--- config.mk ---
export PLATFORM = sky130hd
export DESIGN_NAME = crcspi_master
export DESIGN_NICKNAME = d
export VERILOG_FILES = /design/src/rtl/crcspi_pkg.sv /design/src/rtl/crcspi_crc8.sv /design/src/rtl/crcspi_halftick.sv /design/src/rtl/crcspi_shift24.sv /design/src/rtl/crcspi_master.sv
export SDC_FILE = /design/constraint.sdc
export NUM_CORES = 1
export LEC_CHECK = 0
export BUFFER_PORTS_ARGS = -buffer_cell sky130_fd_sc_hd__buf_2
export CORE_UTILIZATION = 59
export DETAILED_ROUTE_END_ITERATION = 7
export MAX_ROUTING_LAYER = met4
export PLACE_DENSITY = 0.8
export SETUP_SLACK_MARGIN = 0.4
export SLEW_MARGIN = 20
export SYNTH_ARGS = -nofsm -noshare
export SYNTH_HDL_FRONTEND = slang
export SYNTH_SLANG_ARGS = --single-unit
--- constraint.sdc ---
create_clock -name clk -period 4.35 [get_ports clk]
set_input_delay 0.6525 -clock clk [delete_from_list [all_inputs] [get_ports clk]]
set_output_delay 0.6525 -clock clk [all_outputs]
set_load 0.01 [all_outputs]
--- src/rtl/crcspi_pkg.sv ---
package crcspi_pkg;
   localparam int BYTE_W     = 8;
   localparam int ADDR_W     = 7;
   localparam int FRAME_BITS = 3 * BYTE_W;

   typedef enum logic [2:0] {
      ST_IDLE,
      ST_LEAD,
      ST_HIGH,
      ST_LOW,
      ST_TRAIL,
      ST_GAP
   } phase_t;
endpackage

--- src/rtl/crcspi_crc8.sv ---
// Combinational MSB-first CRC over DATA_W bits, unrolled one stage per bit.
module crcspi_crc8 #(
   parameter int          DATA_W = 16,
   parameter logic [7:0]  POLY   = 8'h07,
   parameter logic [7:0]  SEED   = 8'hA5
) (
   input  logic [DATA_W-1:0] data_in,
   output logic [7:0]        crc_out
);
   logic [7:0] stage [DATA_W+1];

   assign stage[0] = SEED;

   for (genvar i = 0; i < DATA_W; i++) begin : g_bit
      logic fb;
      assign fb = stage[i][7] ^ data_in[DATA_W-1-i];
      assign stage[i+1] = {stage[i][6:0], 1'b0} ^ (fb ? POLY : 8'h00);
   end

   assign crc_out = stage[DATA_W];
endmodule

--- src/rtl/crcspi_halftick.sv ---
// Emits one tick every HALF system clocks while run is high.
module crcspi_halftick #(
   parameter int HALF = 2
) (
   input  logic clk,
   input  logic rst_n,
   input  logic run,
   output logic tick
);
   if (HALF < 1) begin : g_bad_half
      $error("HALF must be at least 1");
   end

   if (HALF == 1) begin : g_direct
      assign tick = run;
   end else begin : g_count
      localparam int CNT_W = $clog2(HALF);
      logic [CNT_W-1:0] cnt;

      always_ff @(posedge clk) begin
         if (!rst_n) begin
            cnt <= '0;
         end else if (!run || cnt == CNT_W'(HALF - 1)) begin
            cnt <= '0;
         end else begin
            cnt <= cnt + 1'b1;
         end
      end

      assign tick = run && (cnt == CNT_W'(HALF - 1));

      AST_CNT_RANGE: assert property (@(posedge clk) disable iff (!rst_n)
         cnt <= CNT_W'(HALF - 1));
   end
endmodule

--- src/rtl/crcspi_shift24.sv ---
// Frame shift register: loads a transmit word, shifts it out MSB first and
// collects received bits.
module crcspi_shift24 #(
   parameter int FRAME_W = 24
) (
   input  logic               clk,
   input  logic               rst_n,
   input  logic               load,
   input  logic [FRAME_W-1:0] load_word,
   input  logic               sample,
   input  logic               advance,
   input  logic               miso,
   output logic               mosi,
   output logic [FRAME_W-1:0] rx_word,
   output logic               last
);
   localparam int CNT_W = $clog2(FRAME_W + 1);

   logic [FRAME_W-1:0] tx_q;
   logic [FRAME_W-1:0] rx_q;
   logic [CNT_W-1:0]   bit_cnt;

   always_ff @(posedge clk) begin
      if (!rst_n) begin
         tx_q    <= '0;
         rx_q    <= '0;
         bit_cnt <= '0;
      end else begin
         if (load) begin
            tx_q    <= load_word;
            bit_cnt <= '0;
         end else begin
            if (advance) tx_q <= {tx_q[FRAME_W-2:0], 1'b0};
            if (sample) begin
               rx_q    <= {rx_q[FRAME_W-2:0], miso};
               bit_cnt <= bit_cnt + 1'b1;
            end
         end
      end
   end

   assign mosi    = tx_q[FRAME_W-1];
   assign rx_word = rx_q;
   assign last    = (bit_cnt == CNT_W'(FRAME_W));

   AST_BITCNT_LIMIT: assert property (@(posedge clk) disable iff (!rst_n)
      bit_cnt <= CNT_W'(FRAME_W));
   AST_NO_SAMPLE_PAST_END: assert property (@(posedge clk) disable iff (!rst_n)
      last |-> !sample);
endmodule

--- src/rtl/crcspi_master.sv ---
module crcspi_master
   import crcspi_pkg::*;
#(
   parameter int         CLK_DIV     = 4,
   parameter int         IDLE_HALVES = 2,
   parameter logic [6:0] MAX_ADDR    = 7'h48,
   parameter logic [7:0] CRC_POLY    = 8'h07,
   parameter logic [7:0] CRC_SEED    = 8'hA5
) (
   input  logic       clk,
   input  logic       rst_n,
   input  logic       req_valid,
   output logic       req_ready,
   input  logic       req_read,
   input  logic [6:0] req_addr,
   input  logic [7:0] req_wdata,
   output logic       done,
   output logic [7:0] rdata,
   output logic       crc_error,
   output logic       addr_error,
   output logic       spi_sclk,
   output logic       spi_cs_n,
   output logic       spi_mosi,
   input  logic       spi_miso
);
   localparam int HALF  = CLK_DIV / 2;
   localparam int GAP_W = (IDLE_HALVES < 2) ? 1 : $clog2(IDLE_HALVES);

   if (CLK_DIV < 2 || (CLK_DIV % 2) != 0) begin : g_bad_div
      $error("CLK_DIV must be even and at least 2");
   end
   if (IDLE_HALVES < 1) begin : g_bad_gap
      $error("IDLE_HALVES must be at least 1");
   end

   phase_t                 state;
   logic                   tick;
   logic                   run;
   logic                   accept;
   logic                   bad_addr;
   logic [BYTE_W-1:0]      inst_b;
   logic [BYTE_W-1:0]      data_b;
   logic [BYTE_W-1:0]      crc_b;
   logic [BYTE_W-1:0]      crc_q;
   logic [FRAME_BITS-1:0]  rx_word;
   logic                   last_bit;
   logic                   sample;
   logic                   advance;
   logic [GAP_W-1:0]       gap_cnt;

   assign inst_b   = {req_read, req_addr};
   assign data_b   = req_read ? '0 : req_wdata;
   assign bad_addr = (req_addr > MAX_ADDR);
   assign req_ready = (state == ST_IDLE) && !done;
   assign accept   = req_valid && req_ready;
   assign run      = (state != ST_IDLE);
   assign sample   = tick && (state == ST_LEAD || state == ST_LOW);
   assign advance  = tick && (state == ST_HIGH) && !last_bit;

   crcspi_crc8 #(
      .DATA_W (2 * BYTE_W),
      .POLY   (CRC_POLY),
      .SEED   (CRC_SEED)
   ) u_crc (
      .data_in (({inst_b, data_b})),
      .crc_out (crc_b)
   );

   crcspi_halftick #(
      .HALF (HALF)
   ) u_tick (
      .clk   (clk),
      .rst_n (rst_n),
      .run   (run),
      .tick  (tick)
   );

   crcspi_shift24 #(
      .FRAME_W (FRAME_BITS)
   ) u_shift (
      .clk       (clk),
      .rst_n     (rst_n),
      .load      (accept && !bad_addr),
      .load_word ({inst_b, data_b, crc_b}),
      .sample    (sample),
      .advance   (advance),
      .miso      (spi_miso),
      .mosi      (spi_mosi),
      .rx_word   (rx_word),
      .last      (last_bit)
   );

   always_ff @(posedge clk) begin
      if (!rst_n) begin
         state      <= ST_IDLE;
         spi_cs_n   <= 1'b1;
         spi_sclk   <= 1'b0;
         done       <= 1'b0;
         rdata      <= '0;
         crc_error  <= 1'b0;
         addr_error <= 1'b0;
         crc_q      <= '0;
         gap_cnt    <= '0;
      end else begin
         done <= 1'b0;
         case (state)
            ST_IDLE: begin
               if (accept) begin
                  if (bad_addr) begin
                     done       <= 1'b1;
                     addr_error <= 1'b1;
                     crc_error  <= 1'b0;
                     rdata      <= '0;
                  end else begin
                     spi_cs_n <= 1'b0;
                     crc_q    <= crc_b;
                     state    <= ST_LEAD;
                  end
               end
            end
            ST_LEAD, ST_LOW: begin
               if (tick) begin
                  spi_sclk <= 1'b1;
                  state    <= ST_HIGH;
               end
            end
            ST_HIGH: begin
               if (tick) begin
                  spi_sclk <= 1'b0;
                  state    <= last_bit ? ST_TRAIL : ST_LOW;
               end
            end
            ST_TRAIL: begin
               if (tick) begin
                  spi_cs_n   <= 1'b1;
                  done       <= 1'b1;
                  rdata      <= rx_word[2*BYTE_W-1:BYTE_W];
                  crc_error  <= (rx_word[BYTE_W-1:0] != crc_q);
                  addr_error <= 1'b0;
                  gap_cnt    <= '0;
                  state      <= ST_GAP;
               end
            end
            ST_GAP: begin
               if (tick) begin
                  if (gap_cnt == GAP_W'(IDLE_HALVES - 1)) state <= ST_IDLE;
                  else gap_cnt <= gap_cnt + 1'b1;
               end
            end
            default: state <= ST_IDLE;
         endcase
      end
   end

   AST_SCLK_IDLE_LOW: assert property (@(posedge clk) disable iff (!rst_n)
      spi_cs_n |-> !spi_sclk);
   AST_DONE_SINGLE: assert property (@(posedge clk) disable iff (!rst_n)
      done |=> !done);
   AST_FLAGS_HOLD: assert property (@(posedge clk) disable iff (!rst_n)
      !done |-> $stable({rdata, crc_error, addr_error}));
   AST_REJECT_NO_FRAME: assert property (@(posedge clk) disable iff (!rst_n)
      (accept && bad_addr) |=> (spi_cs_n && done && addr_error && !crc_error));
   AST_READY_BUS_IDLE: assert property (@(posedge clk) disable iff (!rst_n)
      req_ready |-> spi_cs_n);
   AST_MOSI_STABLE_HIGH: assert property (@(posedge clk) disable iff (!rst_n)
      (spi_sclk && $past(spi_sclk)) |-> $stable(spi_mosi));
endmodule

* Yosys cells after proc, flatten, opt, wreduce, memory -nomap -nowiden
Cells that the tools add are included.
** Storage, ports and cells
- Register bits after elaboration :: 71
- Input bits :: 20
- Output and inout bits :: 15
- Logic and storage cells :: 147
** Cells by class
- Add/subtract/negate cells :: 3
- Magnitude comparators :: 1
- Eq/ne operators :: 15
- Mux-type cells :: 52
- Bitwise operators :: 34
- Reductions and logical operators :: 29
** Operators by type and width (number)
- 8-bit bitwise XOR :: 15
- 3-bit two-way mux :: 24
- 24-bit two-way mux :: 2
- 8-bit two-way mux :: 4
- 2-bit inequality test (second input constant) :: 8
- 8-bit case mux with 2 select lines :: 1
- 3-bit case mux with 5 select lines :: 1
- 1-bit two-way mux :: 14
- 1-bit bitwise XOR :: 14
- 1-bit case mux with 2 select lines :: 6
- 3-bit AND reduction :: 3
- 8-bit inequality test :: 1
- 4-bit AND reduction :: 2
- 2-bit nonzero test :: 4
- 7-bit > comparator (second input constant) :: 1
- 1-bit logical AND :: 7
- 7-bit AND reduction :: 1
- 3-bit by 2-bit == test with 1-bit output (second input constant) :: 2
- 3-bit == test (second input constant) :: 2
- 2-bit OR reduction :: 3
- 5-bit by 1-bit adder with 5-bit output (second input constant) :: 1
- 5-bit == test (second input constant) :: 1
- 1-bit zero test :: 4
- 3-bit by 1-bit == test with 1-bit output (second input constant) :: 1
- 8 further kinds :: 12

* Longest topological paths before layout
Gate-level depths: netlist of run 1.
- Depth after elaboration :: 46
- Gate-level depth with buffers :: 10
- Gate-level depth less buffers :: 7

* Modules after synthesis
Synthesis of run 1 repeated with hierarchy kept, for this count alone.
** Second synthesis, totals
- Cell total of the unflattened synthesis :: 416
- Area, all modules :: 3998.8 um^2
** Modules (own cells, without submodules)
- crcspi_shift24 :: instances 1, cells an instance 239, area an instance 2253.4 um^2, seq. area each 1061.0 um^2
- crcspi_master :: instances 1, cells an instance 143, area an instance 1331.3 um^2, seq. area each 500.5 um^2
- crcspi_crc8 :: instances 1, cells an instance 31, area an instance 377.9 um^2, seq. area each 0.0 um^2
- crcspi_halftick :: instances 1, cells an instance 3, area an instance 36.3 um^2, seq. area each 20.0 um^2

* Worst setup path after synthesis of run 1
No wires, ideal clock.
- Path type :: input port to flip-flop
- From :: in req_addr[5]
- To :: reg crc_q[2]
- Arrival :: 2403 ps
- Data required time :: 4280 ps
- Setup slack :: 1877 ps
- Stages on the path :: 8
- Buffers on the path :: 1
- Cell sequence :: buf_4 > inv_1 > ha_1 > xnor2_2 > xnor2_4 > xnor3_2 > xnor3_1 > a21oi_1
** Between the ends
- Cells in the longest elaborated chain, start to end :: 20
- Elaborated cells on any way between the ends :: 27
- Classes of those cells :: order compare (1); mux (5); bitwise (20); reduce/logical (1)
** RTL lines
- from (decl) :: RTL line crcspi_master.sv:15 : input logic [6:0] req_addr,
- 1-bit bitwise XOR :: RTL line crcspi_crc8.sv:16 : assign fb = stage[i][7] ^ data_in[DATA_W-1-i];
- 3-bit two-way mux :: RTL line crcspi_crc8.sv:17 : assign stage[i+1] = {stage[i][6:0], 1'b0} ^ (fb ? POLY : 8'h00);
- 8-bit bitwise XOR (6 in series) :: RTL line crcspi_crc8.sv:17
- 1-bit bitwise XOR / 8-bit bitwise XOR (equally long branches) :: RTL line crcspi_crc8.sv:16, crcspi_crc8.sv:17
- 3-bit two-way mux / 1-bit bitwise XOR (equally long branches) :: RTL line crcspi_crc8.sv:17, crcspi_crc8.sv:16
- 8-bit bitwise XOR / 3-bit two-way mux (equally long branches) :: RTL line crcspi_crc8.sv:17
- 8-bit bitwise XOR (5 in series) :: RTL line crcspi_crc8.sv:17
- 1-bit bitwise XOR / 8-bit bitwise XOR (equally long branches) :: RTL line crcspi_crc8.sv:16, crcspi_crc8.sv:17
- 3-bit two-way mux / 1-bit bitwise XOR (equally long branches) :: RTL line crcspi_crc8.sv:17, crcspi_crc8.sv:16
- 8-bit bitwise XOR / 3-bit two-way mux (equally long branches) :: RTL line crcspi_crc8.sv:17
- 8-bit bitwise XOR :: RTL line crcspi_crc8.sv:17
- to (signal assigned) :: RTL line crcspi_master.sv:116 : crc_q <= crc_b;
- to (decl) :: RTL line crcspi_master.sv:44 : logic [BYTE_W-1:0] crc_q;
Several ways; a longest one is shown, not always the timed one.
A chain may end at the register's enable or synchronous reset.

* Worst setup path after layout of run 1
- From :: in req_addr[5]
- To :: reg u_shift.tx_q[17]
** Between the ends
- Cells in the longest elaborated chain, start to end :: 4
- Elaborated cells on any way between the ends :: 5
- Classes of those cells :: order compare (1); mux (1); reduce/logical (3)
** RTL lines
- 7-bit > comparator (*) :: RTL line crcspi_master.sv:53 : assign bad_addr = (req_addr > MAX_ADDR);
- 1-bit zero test (*) :: RTL line crcspi_master.sv:83 : .load (accept && !bad_addr),
- 1-bit logical AND (*) :: RTL line crcspi_master.sv:83
- 24-bit two-way mux / 2-bit nonzero test (equally long branches)
- to (signal assigned) :: RTL line crcspi_shift24.sv:30 : tx_q <= load_word;
- to (signal assigned) :: RTL line crcspi_shift24.sv:33 : if (advance) tx_q <= {tx_q[FRAME_W-2:0], 1'b0};
- to (decl) :: RTL line crcspi_shift24.sv:19 : logic [FRAME_W-1:0] tx_q;
Every way passes the cells marked *; elsewhere a longest branch is shown, timed or not.

==> metrics.md, run 1 <==
| Metric | Value |
|---|---|
| Final WL | `7.49 mm` |
| Placeable Area | `5570 um^2` |
| Worst-Margin Slew | `0.972 ns` |
| DRT iter0 DRCs | `190` |
| CTS tree | `done` |
| LEAKAGE | `0.00150 uW` |
| Post-Synth Adder-Cell Area | `2.17%` |
| DP HPWL | `4.95 mm` |
| Number of diodes | `0` |
| Final core occ | `69.6%` |
| WP data arrival | `3.08 ns` |
| Horiz. Die Dim | `78.6 um` |
| Worst skew pair latency | `0.36 ns` |
| Clk root buf | `clkbuf_8` |
| Vias in the first global route | `2717` |
| Synthesis-to-finish area growth | `12.1%` |
| Simple-gate portion of the synthesized area | `20.1%` |
| GRT Max-Usage Layer | `met2` |
| Yosys warns | `0` |
| Clock buffer depth | `2` |
| Met3 Track Usage GR | `5.00%` |
| Top Ports | `35` |
| Clk sinks | `71` |
| Mux contribution to synthesized area | `1.59%` |
| Post-Synth XOR/XNOR Area | `14.5%` |
| Number of synthesized flops with an enable pin | `0` |
| MaxCap Viol Count | `0` |
| Setup CP Type | `in -> reg` |
| Top_reg_cell synth | `dfxtp_1` |
| # DRC | `0` |
| RSZ-0062 raised after global routing | `false` |
| Met2 Usage GRT | `43.1%` |
| Crit start category | `primary input` |
| Hold Path Class | `reg -> reg` |
| Largest net degree at the start of global routing | `54` |
| #FFs+latches synth | `71` |
| Global router's overall resource usage | `27.2%` |
| Largest family of logic cells by synthesized area | `simple AND/OR/NAND/NOR gates` |
| Fin Setup TNS | `0 ns` |
| Final hold violation count | `0` |
| Net count after synthesis | `428` |
| Fillers | `444` |
| Vias per cell | `5.68` |
| Synth unique cells | `50` |
| Layout Skew | `0.00942 ns` |
| Post-Syn Area | `3460 um^2` |
| Power per cell area | `487 nW/um^2` |
| Non-filler cells, final | `499` |
| Max-slew violations | `0` |
| Worst EP required | `4.60 ns` |
| Slew HR | `35.2%` |
| Placed cell count | `483` |
| Total global routing overflow | `0` |
| Routed Antenna Nets | `0` |
| Final worst path period share | `65.1%` |
| I/O Buffers | `34` |
| Die Y | `78.6 um` |
| VDD IR max | `331 uV` |
| Row count | `27` |
| Setup violators final | `0` |
| Htree depth | `3` |
| Final nets | `448` |
| Synth Area in Compound Gates | `16.6%` |
| Drt pass-1 iters | `4` |
| Layout cells sized above 1 | `15.2%` |
| Outcome | `completed` |
| Initial core utilization | `62.1%` |
| Achievable clock frequency | `353 MHz` |
| GR Layer Usage met1 | `33.8%` |
| DR vias | `2834` |
| Gates resized, CTS repair | `0` |
| Synthesized instance count | `402` |
| CP Capture Type | `flip-flop` |
| Initial antenna violation count | `0` |
| Area of the die | `6180 um^2` |
| Number of setup buffers added after CTS | `0` |
| Clock slew at reported path FFs | `0.08 ns` |
| Min cycle time layout | `2.83 ns` |
| CTS buffer count | `9` |
| Seq/Total Area, Yosys | `41.1%` |
| CP max FO | `26` |
| Average wire per cell in the routed design | `15.0 um` |
| Async set-reset flop share out of synthesis | `0%` |
| Placer Congestion | `0.853` |
| Hold_buf cts | `0` |
| First-pass GRT wire length | `12.6 mm` |
| Syn Area/Cell | `8.61 um^2` |
## cells in the final DEF, fill, tap and decap left out, types with 3 or more instances in the layout
| cell type | synthesis | routed |
|---|---|---|
| dfxtp_1 | 71 | 71 |
| xnor3_1 | 5 | 5 |
| xnor3_2 | 3 | 3 |
| bufinv_16 | 0 | 3 |
| ha_1 | 6 | 6 |
| mux2_2 | 3 | 3 |
| o21ai_0 | 15 | 15 |
| xnor2_1 | 16 | 16 |
| nor3_1 | 9 | 9 |
| nand3b_1 | 4 | 4 |
| nand4_1 | 4 | 4 |
| or3_1 | 3 | 3 |
| inv_1 | 5 | 5 |
| nand2b_1 | 4 | 4 |
| a21oi_1 | 52 | 52 |
| xor2_1 | 8 | 8 |
| a311oi_1 | 8 | 8 |
| nand3_1 | 5 | 5 |
| a31oi_1 | 3 | 3 |
| nand2_1 | 88 | 88 |
| clkbuf_8 | 0 | 10 |
| buf_2 | 6 | 34 |
| a32oi_1 | 6 | 6 |
| nor2_1 | 24 | 24 |
| buf_4 | 1 | 3 |
| nor2b_1 | 3 | 3 |
## path summary, 6_finish.rpt
kind                  startpoint               end  slack (ns)  cells past startpoint
min reg2reg  u_shift.rx_word[15]          rdata[7]        0.46                      2
min          u_shift.rx_word[15]          rdata[7]        0.46                      2
max reg2reg   u_shift.bit_cnt[0]   u_shift.tx_q[2]        1.86                      7
max                  req_addr[5]  u_shift.tx_q[17]        1.52                      9
## through the flow
stage	power (uW)	cell area [um^2]	hold slack (ns)	worst slack, ns
2_1_floorplan	1130	3460	0.432	1.88
3_3_place_gp	1220	3630	0.445	1.39
4_1_cts	1890	3880	0.458	1.58
5_1_grt	1970	3880	0.470	1.20
6_report	1890	3880	0.455	1.52
3_5_place_dp	1230	3630	0.448	1.23
## per-layer routing
metal	wire length, um	vias up
met5	0	-
met4	134	0
met3	354	12
met2	3560	61
met1	3440	1339
li1	-	1422
## cell type report
cell class / count / area [um^2] / area share [%]
Clock buffer: 10 / 138 / 3.55
Clock inverter: 6 / 116 / 3.00
Inverter: 6 / 22.5 / 0.580
Multi-Input combinational cell: 297 / 1900 / 49.0
Sequential cell: 71 / 1420 / 36.6
Tap cell: 72 / 90.1 / 2.32
Timing Repair Buffer: 37 / 193 / 4.96
## synth_stat cells, drive strengths merged, types with 2 or more instances
cell type | count | share of area, %
a311oi | 8 | 2.0
o21a | 2 | 0.43
xor3 | 2 | 1.4
xnor3 | 8 | 5.3
nand3 | 5 | 0.72
inv | 5 | 0.54
a31oi | 3 | 0.54
nand2 | 88 | 9.5
nand4 | 4 | 0.72
and3b | 2 | 0.51
buf | 7 | 1.1
dfxtp | 71 | 41
a21oi | 52 | 7.5
ha | 6 | 2.2
or3 | 3 | 0.54
xor2 | 9 | 2.5
xnor2 | 18 | 5.3
clkbuf | 21 | 2.3
a32oi | 6 | 1.5
nand3b | 4 | 0.87
mux2 | 4 | 1.3
nand2b | 4 | 0.72
nor2b | 3 | 0.54
a211o | 2 | 0.51
nor2 | 24 | 2.6
nor3 | 10 | 1.6
o21ai | 15 | 2.2
## cell families after synthesis
| group | Yosys count |
|---|---|
| xor+xnor | 37 |
| simple gates | 154 |
| fa+ha+maj | 6 |
| buf+inv | 34 |
| compound gates | 95 |
| mux | 5 |
| flops | 71 |
## worst max-delay path, cell delays in order
cell and delay (ns):
buf_2 0.15, inv_1 0.08, ha_1 0.17, nor2b_1 0.14, a2bb2oi_1 0.40, nand2b_1 0.82, buf_4 0.34, nor2_1 0.07
a311oi_1 0.26
## power breakdown
group          leakage (uW)  internal [uW]  switching (uW)  total (uW)
Combinational      0.000797            204             242         446
Sequential         0.000577            719            61.5         781
Clock              0.000127            400             263         663
Total               0.00150           1320             566        1890
## state kept, by name (all words and copies together) (netlist names)
signal / flops
u_tick.g_count.cnt: 1
u_shift.tx_q: 24
done: 1
rdata: 8
addr_error: 1
spi_sclk: 1
u_shift.rx_word: 16
spi_cs_n: 1
u_shift.bit_cnt: 5
gap_cnt: 1
crc_error: 1
crc_q: 8
state: 3
(Power assumes the default switching activity.)
==> inputs of run 2 (changes only) <==
--- a/config.mk
+++ b/config.mk
@@ -6,10 +6,10 @@
 export NUM_CORES = 1
 export LEC_CHECK = 0
 export BUFFER_PORTS_ARGS = -buffer_cell sky130_fd_sc_hd__buf_2
-export CORE_UTILIZATION = 59
+export CORE_UTILIZATION = 53
 export DETAILED_ROUTE_END_ITERATION = 7
 export MAX_ROUTING_LAYER = met4
-export PLACE_DENSITY = 0.8
+export PLACE_DENSITY = 0.76
 export SETUP_SLACK_MARGIN = 0.4
 export SLEW_MARGIN = 20
 export SYNTH_ARGS = -nofsm -noshare
==> constraint.sdc (replaced) <==
create_clock -name clk -period 2.4 [get_ports clk]
set_input_delay 0.36 -clock clk [delete_from_list [all_inputs] [get_ports clk]]
set_output_delay 0.36 -clock clk [all_outputs]
set_load 0.01 [all_outputs]
==> run 2 against run 1 <==
Critical endpoint is now u_shift.tx_q[4]. Non-clock buffer count up 18. Clock skew about the same. Hold slack worse by 0.21 ns. Critical path type is now reg -> reg.
==> metrics.md, run 2 (synthesized netlist as in run 1, its figures left out) <==
| Metric | Value |
|---|---|
| VDD IR max | `473 uV` |
| Placer Congestion | `0.831` |
| Number of diodes | `0` |
| Area of the die | `6860 um^2` |
| Non-filler cells, final | `522` |
| Top Ports | `35` |
| First-pass GRT wire length | `13.1 mm` |
| Clock buffer depth | `2` |
| Global router's overall resource usage | `23.9%` |
| Layout Skew | `0.00973 ns` |
| Fin Setup TNS | `0 ns` |
| RSZ-0062 raised after global routing | `true` |
| Routed Antenna Nets | `0` |
| Die Y | `82.8 um` |
| Vias in the first global route | `2800` |
| Setup CP Type | `reg -> reg` |
| WL met1 | `3.44 mm` |
| Horiz. Die Dim | `82.8 um` |
| Final worst path period share | `80.6%` |
| # DRC | `0` |
| Initial core utilization | `54.8%` |
| Final hold violation count | `0` |
| DR vias | `2946` |
| Total global routing overflow | `0` |
| Htree depth | `3` |
| Worst EP required | `2.65 ns` |
| Synthesis-to-finish area growth | `16.4%` |
| Placeable Area | `6310 um^2` |
| Initial antenna violation count | `0` |
| CP max FO | `6` |
| Final nets | `466` |
| Most frequent cells in the layout | `nand2_1, dfxtp_1, a21oi_1` |
| Biggest register | `u_shift.tx_q` |
| Average wire per cell in the routed design | `14.5 um` |
| Met2 wire length | `3.78 mm` |
| Vias per cell | `5.64` |
| Worst-Margin Slew | `0.680 ns` |
| Layout cells sized above 1 | `20.4%` |
| Multi-input gate area | `1940 um^2` |
| Max FFs per register | `24` |
| Hold_buf cts | `0` |
| Slew HR | `54.5%` |
| Clock slew at reported path FFs | `0.08 ns` |
| Commonest non-fill, non-tap cell in the layout | `nand2_1` |
| Setup violators final | `0` |
| DP HPWL | `5.10 mm` |
| Final WL | `7.59 mm` |
| Met3 WL | `275 um` |
| I/O Buffers | `34` |
| Clk root buf | `clkbuf_8` |
| DRT iter0 DRCs | `167` |
| Hold slack | `0.243 ns` |
| Sequential cell area | `1420 um^2` |
| Largest net degree at the start of global routing | `33` |
| CTS buffer count | `9` |
| LEAKAGE | `0.00157 uW` |
| Power per cell area | `810 nW/um^2` |
| Top Metal Used | `met4` |
| Outcome | `completed` |
| Achievable clock frequency | `517 MHz` |
| Crit start category | `flip-flop` |
| Row count | `29` |
| Hold Path Class | `in -> reg` |
| Placed cell count | `500` |
| CTS tree | `done` |
| CP Capture Type | `flip-flop` |
| Worst skew pair latency | `0.36 ns` |
| MaxCap Viol Count | `0` |
| Drt pass-1 iters | `4` |
| Fillers | `552` |
| Min cycle time layout | `1.93 ns` |
| Max-slew violations | `0` |
| Clk sinks | `71` |
| WP data arrival | `2.18 ns` |
-- run 2: changes by cell type in the layout (fill, tap and decap cells not counted), moves of 2 or more --
cell / change
bufinv_16: -2
dfxtp_2: +2
buf_4: +17
nor3_2: +2
nor3_1: -2
dfxtp_1: -2
clkinvlp_4: +2
-- run 2: report_power, final --
part	leakage, uW	total (uW)	internal [uW]	switching [uW]
Combinational	0.000896	885	414	471
Clock	0.0000964	987	490	497
Sequential	0.000578	1390	1300	85.8
Total	0.00157	3260	2210	1050
-- run 2: cell type report --
type                    count  share of cell area [%]
flip-flops and latches     71                    35.4
clock inverters             7                    1.99
clock buffers               9                    3.08
well taps                  77                    2.39
repair buffers             55                    8.45
inverters                   6                   0.559
multi-input cells         297                    48.2
-- run 2: worst max-delay path, cell delays in order, from the launching register on --
cell and delay, ns:
dfxtp_2 0.37, inv_2 0.05, ha_1 0.20, and4b_2 0.25, or3_4 0.42, buf_4 0.16, mux2_2 0.26, nand2_1 0.07
a21oi_1 0.06
-- run 2: timing repair --
action                     CTS  global route
pin swaps                    1             1
gates resized for setup      3             5
setup buffers                1             5
setup endpoints to repair   23            19
-- run 2: per-stage QoR --
stage	total power, uW	area (um^2)	worst slack (ns)	utilization, %
2_1_floorplan	2050	3480	0.409	-
3_3_place_gp	2260	3760	0.279	59.6
3_5_place_dp	2280	3760	0.242	59.6
4_1_cts	3260	3980	0.422	63.1
5_1_grt	3440	4030	0.371	63.8
6_report	3260	4030	0.465	63.8
-- run 2: path summary, 6_finish.rpt --
path / startpoint / end / slack [ns] / cells after the start
worst max-delay path: u_shift.bit_cnt[0] / u_shift.tx_q[4] / 0.47 / 8
worst max register to register: u_shift.bit_cnt[0] / u_shift.tx_q[4] / 0.47 / 8
worst min-delay path: spi_miso / u_shift.rx_word[0] / 0.24 / 3
worst min register to register: u_shift.tx_q[14] / u_shift.tx_q[15] / 0.46 / 2
-- run 2: routing by layer --
metal / global-route usage [%] / vias to the layer above
met3: 5.17 / 7
met1: 29.6 / 1422
met2: 38.4 / 55
met4: 9.09 / 0
met5: - / -
li1: - / 1462
